--- src/rtl/exc_pkg.sv ---
package exc_pkg;

  localparam int NUM_SRC = 7;
  localparam int SRC_W   = $clog2(NUM_SRC);
  localparam int VEC_W   = 8;

  typedef enum logic [SRC_W-1:0] {
    SRC_RST  = 3'd0,
    SRC_DABT = 3'd1,
    SRC_FIQ  = 3'd2,
    SRC_IRQ  = 3'd3,
    SRC_PABT = 3'd4,
    SRC_UND  = 3'd5,
    SRC_SWI  = 3'd6
  } exc_src_e;

  typedef enum logic [4:0] {
    MODE_USR = 5'h10,
    MODE_FIQ = 5'h11,
    MODE_IRQ = 5'h12,
    MODE_SVC = 5'h13,
    MODE_ABT = 5'h17,
    MODE_UND = 5'h1B
  } cpu_mode_e;

  typedef struct packed {
    cpu_mode_e        mode;
    logic [VEC_W-1:0] vec;
    logic             save;
    logic             link;
    logic             set_f;
  } entry_cmd_t;

  function automatic cpu_mode_e mode_of(exc_src_e s);
    case (s)
      SRC_FIQ:            return MODE_FIQ;
      SRC_IRQ:            return MODE_IRQ;
      SRC_DABT, SRC_PABT: return MODE_ABT;
      SRC_UND:            return MODE_UND;
      default:            return MODE_SVC;
    endcase
  endfunction

  function automatic logic [VEC_W-1:0] vec_of(exc_src_e s);
    case (s)
      SRC_UND:  return 8'h04;
      SRC_SWI:  return 8'h08;
      SRC_PABT: return 8'h0C;
      SRC_DABT: return 8'h10;
      SRC_IRQ:  return 8'h18;
      SRC_FIQ:  return 8'h1C;
      default:  return 8'h00;
    endcase
  endfunction

endpackage

--- src/rtl/exc_sync.sv ---
module exc_sync #(
  parameter int STAGES  = 2,
  parameter bit RST_VAL = 1'b1
) (
  input  logic clk,
  input  logic rst_n,
  input  logic d,
  output logic q
);

  logic [STAGES-1:0] sh_q;
  logic [STAGES-1:0] sh_d;

  generate
    if (STAGES == 1) begin : g_one
      always_comb sh_d = d;
    end else begin : g_chain
      always_comb sh_d = {sh_q[STAGES-2:0], d};
    end
  endgenerate

  always_ff @(posedge clk or negedge rst_n) begin
    if (!rst_n) sh_q <= {STAGES{RST_VAL}};
    else        sh_q <= sh_d;
  end

  assign q = sh_q[STAGES-1];

endmodule

--- src/rtl/exc_prio_arb.sv ---
module exc_prio_arb #(
  parameter int NUM = 7,
  localparam int IDX_W = (NUM > 1) ? $clog2(NUM) : 1
) (
  input  logic             clk,
  input  logic             rst_n,
  input  logic [NUM-1:0]   req,
  output logic [NUM-1:0]   grant,
  output logic [IDX_W-1:0] idx,
  output logic             any
);

  logic [NUM-1:0] higher;

  assign higher[0] = 1'b0;
  assign grant[0]  = req[0];

  generate
    for (genvar g = 1; g < NUM; g++) begin : g_level
      assign higher[g] = higher[g-1] | req[g-1];
      assign grant[g]  = req[g] & ~higher[g];
    end
  endgenerate

  always_comb begin
    idx = '0;
    for (int k = NUM - 1; k >= 0; k--) begin
      if (grant[k]) idx = IDX_W'(k);
    end
  end

  assign any = |req;

  AST_GRANT_ONEHOT: assert property (@(posedge clk) disable iff (!rst_n)
    $onehot0(grant));

  AST_GRANT_WHEN_REQ: assert property (@(posedge clk) disable iff (!rst_n)
    any |-> ($countones(grant) == 1));

endmodule

--- src/rtl/exc_entry_reg.sv ---
module exc_entry_reg
  import exc_pkg::*;
#(
  parameter int ADDR_W = 32
) (
  input  logic              clk,
  input  logic              rst_n,
  input  logic              take,
  input  entry_cmd_t        cmd,
  output logic              valid,
  output logic [4:0]        mode,
  output logic [ADDR_W-1:0] vector,
  output logic              save_we,
  output logic              link_we,
  output logic              new_i,
  output logic              new_f
);

  logic              valid_q, valid_d;
  logic [4:0]        mode_q, mode_d;
  logic [ADDR_W-1:0] vec_q, vec_d;
  logic              save_q, save_d;
  logic              link_q, link_d;
  logic              i_q, i_d;
  logic              f_q, f_d;

  always_comb begin
    valid_d = take;
    mode_d  = mode_q;
    vec_d   = vec_q;
    save_d  = save_q;
    link_d  = link_q;
    i_d     = i_q;
    f_d     = f_q;
    if (take) begin
      mode_d = cmd.mode;
      vec_d  = ADDR_W'(cmd.vec);
      save_d = cmd.save;
      link_d = cmd.link;
      i_d    = 1'b1;
      f_d    = cmd.set_f;
    end
  end

  always_ff @(posedge clk or negedge rst_n) begin
    if (!rst_n) begin
      valid_q <= 1'b0;
      mode_q  <= MODE_SVC;
      vec_q   <= '0;
      save_q  <= 1'b0;
      link_q  <= 1'b0;
      i_q     <= 1'b0;
      f_q     <= 1'b0;
    end else begin
      valid_q <= valid_d;
      mode_q  <= mode_d;
      vec_q   <= vec_d;
      save_q  <= save_d;
      link_q  <= link_d;
      i_q     <= i_d;
      f_q     <= f_d;
    end
  end

  assign valid   = valid_q;
  assign mode    = mode_q;
  assign vector  = vec_q;
  assign save_we = save_q;
  assign link_we = link_q;
  assign new_i   = i_q;
  assign new_f   = f_q;

  AST_ENTRY_SETS_I: assert property (@(posedge clk) disable iff (!rst_n)
    valid_q |-> i_q);

  AST_STROBES_PAIRED: assert property (@(posedge clk) disable iff (!rst_n)
    valid_q |-> (save_q == link_q));

endmodule

--- src/rtl/exc_entry_ctrl.sv ---
module exc_entry_ctrl
  import exc_pkg::*;
#(
  parameter int ADDR_W     = 32,
  parameter int FIQ_STAGES = 1,
  parameter int IRQ_STAGES = 2,
  parameter int RST_STAGES = 2
) (
  input  logic              clk,
  input  logic              rst_n,
  input  logic              ext_rst_n,
  input  logic              abort_i,
  input  logic              fiq_n,
  input  logic              irq_n,
  input  logic              pabt_req,
  input  logic              und_req,
  input  logic              swi_req,
  input  logic              cur_i,
  input  logic              cur_f,
  input  logic              insn_bnd,
  output logic              entry_valid,
  output logic [4:0]        entry_mode,
  output logic [ADDR_W-1:0] entry_vector,
  output logic              save_psr_we,
  output logic              link_we,
  output logic              new_i,
  output logic              new_f,
  output logic              core_hold
);

  logic fiq_s_n, irq_s_n, ext_rst_s_n;

  exc_sync #(.STAGES(FIQ_STAGES), .RST_VAL(1'b1)) u_fiq_sync (
    .clk(clk), .rst_n(rst_n), .d(fiq_n), .q(fiq_s_n));

  exc_sync #(.STAGES(IRQ_STAGES), .RST_VAL(1'b1)) u_irq_sync (
    .clk(clk), .rst_n(rst_n), .d(irq_n), .q(irq_s_n));

  exc_sync #(.STAGES(RST_STAGES), .RST_VAL(1'b0)) u_rst_sync (
    .clk(clk), .rst_n(rst_n), .d(ext_rst_n), .q(ext_rst_s_n));

  logic rst_pend_q, rst_pend_d;
  logic free;

  assign free = ext_rst_s_n & ~rst_pend_q;

  logic [NUM_SRC-1:0] req;
  logic [NUM_SRC-1:0] grant;
  logic [SRC_W-1:0]   win_idx;
  logic               win_any;

  always_comb begin
    req           = '0;
    req[SRC_RST]  = rst_pend_q & ext_rst_s_n;
    req[SRC_DABT] = free & abort_i;
    req[SRC_FIQ]  = free & insn_bnd & ~fiq_s_n & ~cur_f;
    req[SRC_IRQ]  = free & insn_bnd & ~irq_s_n & ~cur_i;
    req[SRC_PABT] = free & insn_bnd & pabt_req;
    req[SRC_UND]  = free & insn_bnd & und_req;
    req[SRC_SWI]  = free & insn_bnd & swi_req;
  end

  exc_prio_arb #(.NUM(NUM_SRC)) u_arb (
    .clk(clk), .rst_n(rst_n), .req(req), .grant(grant),
    .idx(win_idx), .any(win_any));

  exc_src_e   win_src;
  entry_cmd_t cmd;

  always_comb begin
    win_src   = exc_src_e'(win_idx);
    cmd.mode  = mode_of(win_src);
    cmd.vec   = vec_of(win_src);
    cmd.save  = (win_src != SRC_RST);
    cmd.link  = (win_src != SRC_RST);
    cmd.set_f = (win_src == SRC_FIQ) | (win_src == SRC_RST) | cur_f;
  end

  always_comb begin
    rst_pend_d = (rst_pend_q | ~ext_rst_s_n) & ~grant[SRC_RST];
  end

  always_ff @(posedge clk or negedge rst_n) begin
    if (!rst_n) rst_pend_q <= 1'b1;
    else        rst_pend_q <= rst_pend_d;
  end

  assign core_hold = rst_pend_q;

  exc_entry_reg #(.ADDR_W(ADDR_W)) u_entry (
    .clk(clk), .rst_n(rst_n), .take(win_any), .cmd(cmd),
    .valid(entry_valid), .mode(entry_mode), .vector(entry_vector),
    .save_we(save_psr_we), .link_we(link_we),
    .new_i(new_i), .new_f(new_f));

  AST_NO_ENTRY_IN_HOLD: assert property (@(posedge clk) disable iff (!rst_n)
    core_hold |-> !entry_valid);

  AST_FIQ_UNMASKED: assert property (@(posedge clk) disable iff (!rst_n)
    (entry_valid && entry_mode == MODE_FIQ) |-> !$past(cur_f));

  AST_IRQ_UNMASKED: assert property (@(posedge clk) disable iff (!rst_n)
    (entry_valid && entry_mode == MODE_IRQ) |-> !$past(cur_i));

  AST_BOUNDARY_ONLY: assert property (@(posedge clk) disable iff (!rst_n)
    (entry_valid && entry_vector != ADDR_W'(8'h00) && entry_vector != ADDR_W'(8'h10))
      |-> $past(insn_bnd));

  AST_RESET_NO_STROBE: assert property (@(posedge clk) disable iff (!rst_n)
    (entry_valid && entry_vector == '0) |-> (!save_psr_we && !link_we && new_f));

endmodule

--- config.mk ---
export PLATFORM = sky130hd
export DESIGN_NAME = exc_entry_ctrl
export DESIGN_NICKNAME = d
export VERILOG_FILES = /design/src/rtl/exc_pkg.sv /design/src/rtl/exc_sync.sv /design/src/rtl/exc_prio_arb.sv /design/src/rtl/exc_entry_reg.sv /design/src/rtl/exc_entry_ctrl.sv
export SDC_FILE = /design/constraint.sdc
export NUM_CORES = 1
export LEC_CHECK = 0
export ABC_AREA = 1
export ABC_CLOCK_PERIOD_IN_PS = 3200
export BUFFER_PORTS_ARGS = -buffer_cell sky130_fd_sc_hd__buf_4
export CORE_UTILIZATION = 24
export DETAILED_ROUTE_END_ITERATION = 7
export SYNTH_ARGS = -nofsm -noshare
export SYNTH_HDL_FRONTEND = slang
export SYNTH_SLANG_ARGS = --single-unit
--- constraint.sdc ---
create_clock -name clk -period 3.2 [get_ports clk]
set_clock_uncertainty 0.05 [all_clocks]
set_input_delay 0.32 -clock clk [delete_from_list [all_inputs] [get_ports clk]]
set_output_delay 0.32 -clock clk [all_outputs]
set_load 0.1 [all_outputs]
==> impl_metrics.ini, run 1 <==
[floorplanning]
rows = 23
fp.coreArea_um2 = 4000
die_w_um = 66.5
die_h_um = 66.5
dieArea_um2 = 4420
start_util = 0.250
io_pins = 55

[clock_network]
numClockSinks = 17
path_clk_slew_ps = 60
htreeDepth = 1
cts_tree = yes
cts.repair.resized = 0
cts-root-buf = clkbuf_8
post_cts_buffers = 0
clock_path_buffers = 2
insertion_delay_ps = 240
cts-hold-fix-buffers = 1
cts_inserted_buffers = 3

[synthesis]
syn-cell-area_um2 = 998
postSynthCellCount = 113
synth_cell_types = 22
yosysSeqAreaShare = 0.434
avgSynthCellArea_um2 = 8.84
yosys_warnings = 0
synth-seq-cells = 17

[timing]
maxSlewViolCount = 0
final_hold_viol_count = 0
period_share = 0.489
maxClockFrequency_mhz = 639
tns_ps = 0
fin_crit_ps = 1560
finalSetupViolations = 0
rsz0062_at_grt = no

[worst_hold_path]
hp-start = ext_rst_n
hold-path-endpoint = u_rst_sync.sh_q[0]
min_path_cells = 1
min_path_type = primary input to flip-flop

[routing]
drt_first_pass_iters = 4
route.detailed.drc = 0
drt_iter0_markers = 37
via_per_inst = 3.60
wire_per_inst_um = 8.64
ant_nets = 0
drt-total-wl_um = 1630
vias = 680

[setup_path]
cp_max_fo = 6
worstRegToRegCells = 8
crit_type = flip-flop to flip-flop
timing.rr.end = u_entry.new_i
arrival_ps = 1650
reg2reg_setup_slack_ps = 1640
cp_data_required_time_ps = 3280
rr_startpoint = core_hold
cp-start-kind = flip-flop
critPathCaptureType = flip-flop

[global_routing]
grt_util_met1 = 0.113
grt-ovfl-total = 0
busiest_layer = met2
grt_util_met3 = 0.0411
grt_pass1_vias = 593
grt_use_total = 0.0823
grt_pass1_wl_um = 2750
grt_max_degree = 18
grt_util_met2 = 0.122
antenna_found_initial = 0

[final_layout]
final_nets = 152
antennaDiodeCount = 0
drive_above_1_share = 0.317
layoutNonFillerInstCount = 189
area.growth.synth_to_final_pct = 17.0

[placement]
hpwl_um = 1360
place_congestion = 0.782
io_buffers = 24
dp_cells = 184

[job]
maxCapViolCount = 0

[run_status]
status = complete, no violations

[pwr]
power_density_nw_per_um2 = 651
power.leakage_nw = 0.609
ir_drop_mv = 0.332
==> kinds of logic (layout without fill, tap and decap cells) <==
kind of cell,count (synthesis),in the layout,share of synthesized area
simple gates,41,41,0.211
other cells,2,30,0.00752
compound gates,9,9,0.0664
flops,17,17,0.434
buf+inv,44,42,0.282
==> metrics by stage <==
step | instance area, um^2 | power (W) | hold slack [ps] | setup slack, ps | util
final | 1170 | 0.000760 | 128 | 1640 | 0.292
after global routing | 1170 | 0.000795 | 112 | 1490 | 0.292
after CTS | 1170 | 0.000768 | 121 | 1610 | 0.292
after detailed placement | 1110 | 0.000610 | 143 | 1620 | 0.278
after global placement | 1110 | 0.000609 | 141 | 1650 | 0.278
after floorplan | 1100 | 0.000588 | -25.6 | 1350 | -
==> metal layers <==
metal / share of wire / routed length [um]
met1: 0.46 / 751
met2: 0.46 / 753
met3: 0.078 / 128
met4: 0 / 0
met5: 0 / 0
==> Yosys cell counts <==
cell / n / area [um^2]
a21oi_2: 2 / 17.5
a31oi_1: 2 / 12.5
buf_4: 31 / 233
conb_1: 2 / 7.51
dfrtp_1: 11 / 275
dfstp_2: 6 / 158
inv_1: 11 / 41.3
inv_2: 2 / 7.51
nand2_1: 14 / 52.6
nand2_2: 1 / 6.26
nand2_4: 1 / 11.3
nand3_1: 5 / 25.0
nand3b_2: 1 / 11.3
nand4_1: 4 / 25.0
nor2_1: 12 / 45.0
nor2_4: 1 / 11.3
nor3_4: 1 / 16.3
o211ai_1: 1 / 7.51
o21ai_0: 1 / 5.00
o21ai_2: 2 / 17.5
o22ai_1: 1 / 6.26
or2_1: 1 / 6.26
==> layout by cell type (no fill, tap or decap) <==
master          n
clkbuf_8        3
nor3_4          1
o21ai_2         2
dlygate4sd3_1   1
o22ai_1         1
buf_4          24
a31oi_1         2
nand2_2         1
nor2_4          1
or2_1           1
clkbuf_1        1
nand2_1        14
dfrtp_1        11
o211ai_1        1
nand3_1         5
inv_1          11
nor2_1         12
a21oi_2         2
nand4_1         4
o21ai_0         1
nand2_4         1
conb_1         30
dfstp_2         6
inv_2           2
nand3b_2        1
==> sequential cells by signal, summed over array words and instances, names as in the netlist <==
register         cells
u_entry.save_we      1
u_entry.mode         4
u_entry.new_f        1
u_fiq_sync.q         1
u_entry.new_i        1
u_entry.valid        1
core_hold            1
u_irq_sync.sh_q      2
u_rst_sync.sh_q      2
u_entry.vector       3
==> cell type report <==
cell class	count	area, um^2
multi-input cells	80	389
fillers	444	2830
inverters	13	48.8
repair buffers	25	190
clock buffers	4	45.0
flip-flops and latches	17	433
well taps	50	62.6
==> how the worst max path moves through the flow <==
| stage | startpoint | endpoint | slack, ps | depth (start not counted) |
|---|---|---|---|---|
| finish | core_hold | u_entry.new_i | 1640 | 8 |
| global route | core_hold | u_entry.vector[2] | 1490 | 8 |
| CTS | core_hold | u_entry.new_i | 1610 | 8 |
| detailed placement | core_hold | u_entry.new_i | 1620 | 8 |
| global placement | core_hold | u_entry.new_i | 1650 | 8 |
| floorplan | core_hold | u_entry.new_i | 1350 | 8 |
==> power breakdown <==
| part | switching (W) | leakage, nW | internal [W] | total, W |
|---|---|---|---|---|
| registers | 0.0000108 | 0.193 | 0.000237 | 0.000247 |
| clock network | 0.0000665 | 0.0228 | 0.0000881 | 0.000155 |
| logic | 0.000314 | 0.393 | 0.0000447 | 0.000358 |
==> critical path, stage by stage (launching register included) <==
cell and delay [ps]:
dfstp_2 560, inv_2 60, nand2_2 80, nor2_4 50, o21ai_2 80, nand2_4 100, inv_2 70, nand3b_2 150
or2_1 240
Note: power is estimated with default switching activity, not from simulation.
==> run 2, diff against run 1 <==
Settings changed: ABC_CLOCK_PERIOD_IN_PS 3200 to 1300.
Clock period 3.2 ns to 1.3 ns, I/O delays scaled along.
==> run 2 against run 1 <==
  * Total power increased to 2.6 times the previous value
  * Non-clock buffer count up 14
  * Critical endpoint is now u_entry.mode[1]
  * Die area did not move
  * Sequential share of layout area shrank 5.1 points
  * The run now ends with negative setup slack left
==> impl_metrics.ini, run 2 (synthesized netlist as in run 1, its figures left out) <==
[timing]
maxSlewViolCount = 0
finalWorstSetupSlack_ps = -250
finalSetupViolations = 12
period_share = 1.19
rsz0062_at_grt = yes
hold-worst-slack_ps = 74.7
final_hold_viol_count = 0
maxClockFrequency_mhz = 645
fin_crit_ps = 1550

[floorplanning]
start_util = 0.250
die_w_um = 66.5
rows = 23
die_h_um = 66.5
io_pins = 55
dieArea_um2 = 4420
fp.coreArea_um2 = 4000

[clock_network]
path_clk_slew_ps = 60
clock_path_buffers = 2
numClockSinks = 17
cts_tree = yes
cts_inserted_buffers = 3
cts-root-buf = clkbuf_8
insertion_delay_ps = 250
htreeDepth = 1

[final_layout]
layoutNonFillerInstCount = 203
area.growth.synth_to_final_pct = 37.7
nFillCells = 421
largest_register_ffs = 4
antennaDiodeCount = 0
drive_above_1_share = 0.458
mostFrequentLayoutCells = buf_4 (31), conb_1 (30), nor2_1 (11)
final_common_cell = buf_4
final_nets = 166

[run_status]
violations = negative setup slack
status = finished with violations

[setup_path]
cp_num_buf_inv = 2
critPathCaptureType = flip-flop
cpLargestDelayFamily = flip-flops
arrival_ps = 1680
path_cells = inv_4, nand2_4, nor2_4, o21ai_4, nand2_4, nor3_4, buf_6, nand2_2, o21ai_1
cpMostUsedCell = nand2_4
cp-start-kind = flip-flop
crit_type = flip-flop to flip-flop
slowest_delay_ps = 640
crit_slowest_cell = dfstp_4
cp_data_required_time_ps = 1430
cp_max_fo = 4

[routing]
drt_first_pass_iters = 4
via_per_inst = 3.73
ant_nets = 0
drt-total-wl_um = 1930
route.detailed.drc = 0
wire_per_inst_um = 9.52
drt_iter0_markers = 14
vias = 758

[placement]
dp_cells = 193
hpwl_um = 1490
place_congestion = 0.798
io_buffers = 24
place_ws_ps = -265

[pwr]
power_density_nw_per_um2 = 1420
power.leakage_nw = 0.709
ir_drop_mv = 0.659
p_total_w = 0.00195

[global_routing]
grt_use_total = 0.0939
grt_pass1_vias = 715
grt_pass1_wl_um = 3100
grt_max_degree = 18
antenna_found_initial = 0
grt-ovfl-total = 0

[worst_hold_path]
min_path_type = primary input to flip-flop

[job]
maxCapViolCount = 0
[run 2: cell types whose count changed in the layout (fill, tap and decap cells not counted), sizes merged]
| cell | delta |
|---|---|
| buf | +11 |
| dlygate4sd3 | +3 |
[run 2: final timing paths]
check | endpoint | slack [ps] | cells after the start | from
setup / recovery | u_entry.mode[1] | -250 | 9 | core_hold
hold / removal | u_entry.new_f | 70 | 3 | cur_f
setup reg to reg | u_entry.mode[1] | -250 | 9 | core_hold
hold reg to reg | u_rst_sync.sh_q[1] | 310 | 0 | u_rst_sync.sh_q[0]
max in group asynchronous | u_irq_sync.sh_q[1] | 710 | 2 | rst_n
min in group asynchronous | u_entry.vector[3] | 240 | 2 | rst_n
[run 2: power by group]
part	total (W)	leakage, nW	switching, W	internal (W)
Sequential	0.000615	0.192	0.0000303	0.000585
Clock	0.000383	0.0228	0.000166	0.000217
Combinational	0.000951	0.495	0.000796	0.000155
Total	0.00195	0.709	0.000993	0.000956
[run 2: metal layers]
metal / track usage / vias to the layer above / wire (um)
met1: 0.111 / 351 / 763
met5: 0 / - / 0
li1: - / 372 / -
met4: 0.00798 / 0 / 0
met3: 0.0394 / 0 / 135
met2: 0.163 / 35 / 1030
[run 2: area by class of cell]
type	instances	area, um^2	share of cell area
Clock buffer	4	45.0	0.0328
Multi-Input combinational cell	80	459	0.334
Tap cell	50	62.6	0.0455
Sequential cell	17	439	0.319
Timing Repair Buffer	39	318	0.231
Inverter	13	51.3	0.0373
[run 2: per-stage QoR]
step	instance area, um^2	TNS, ps	util
CTS	1300	-2400	0.326
finish	1380	-2250	0.344
floorplan	1120	-3570	-
global placement	1200	-1990	0.301
global route	1380	-3300	0.344
detailed placement	1200	-2260	0.301
[run 2: timing repair]
action | in CTS | in global routing
gates cloned | 0 | 0
hold buffers | 4 | 0
pin swaps | 1 | 2
setup endpoints to repair | 12 | 12
endpoints found under the hold margin | 20 | 0
resized for setup | 3 | 18
setup buffers | 1 | 1
[run 2: worst register-to-register path: stages, from the launching register on]
cell	delay, ps
dfstp_4	640
inv_4	50
nand2_4	60
nor2_4	40
o21ai_4	70
nand2_4	80
nor3_4	230
buf_6	150
nand2_2	30
o21ai_1	70
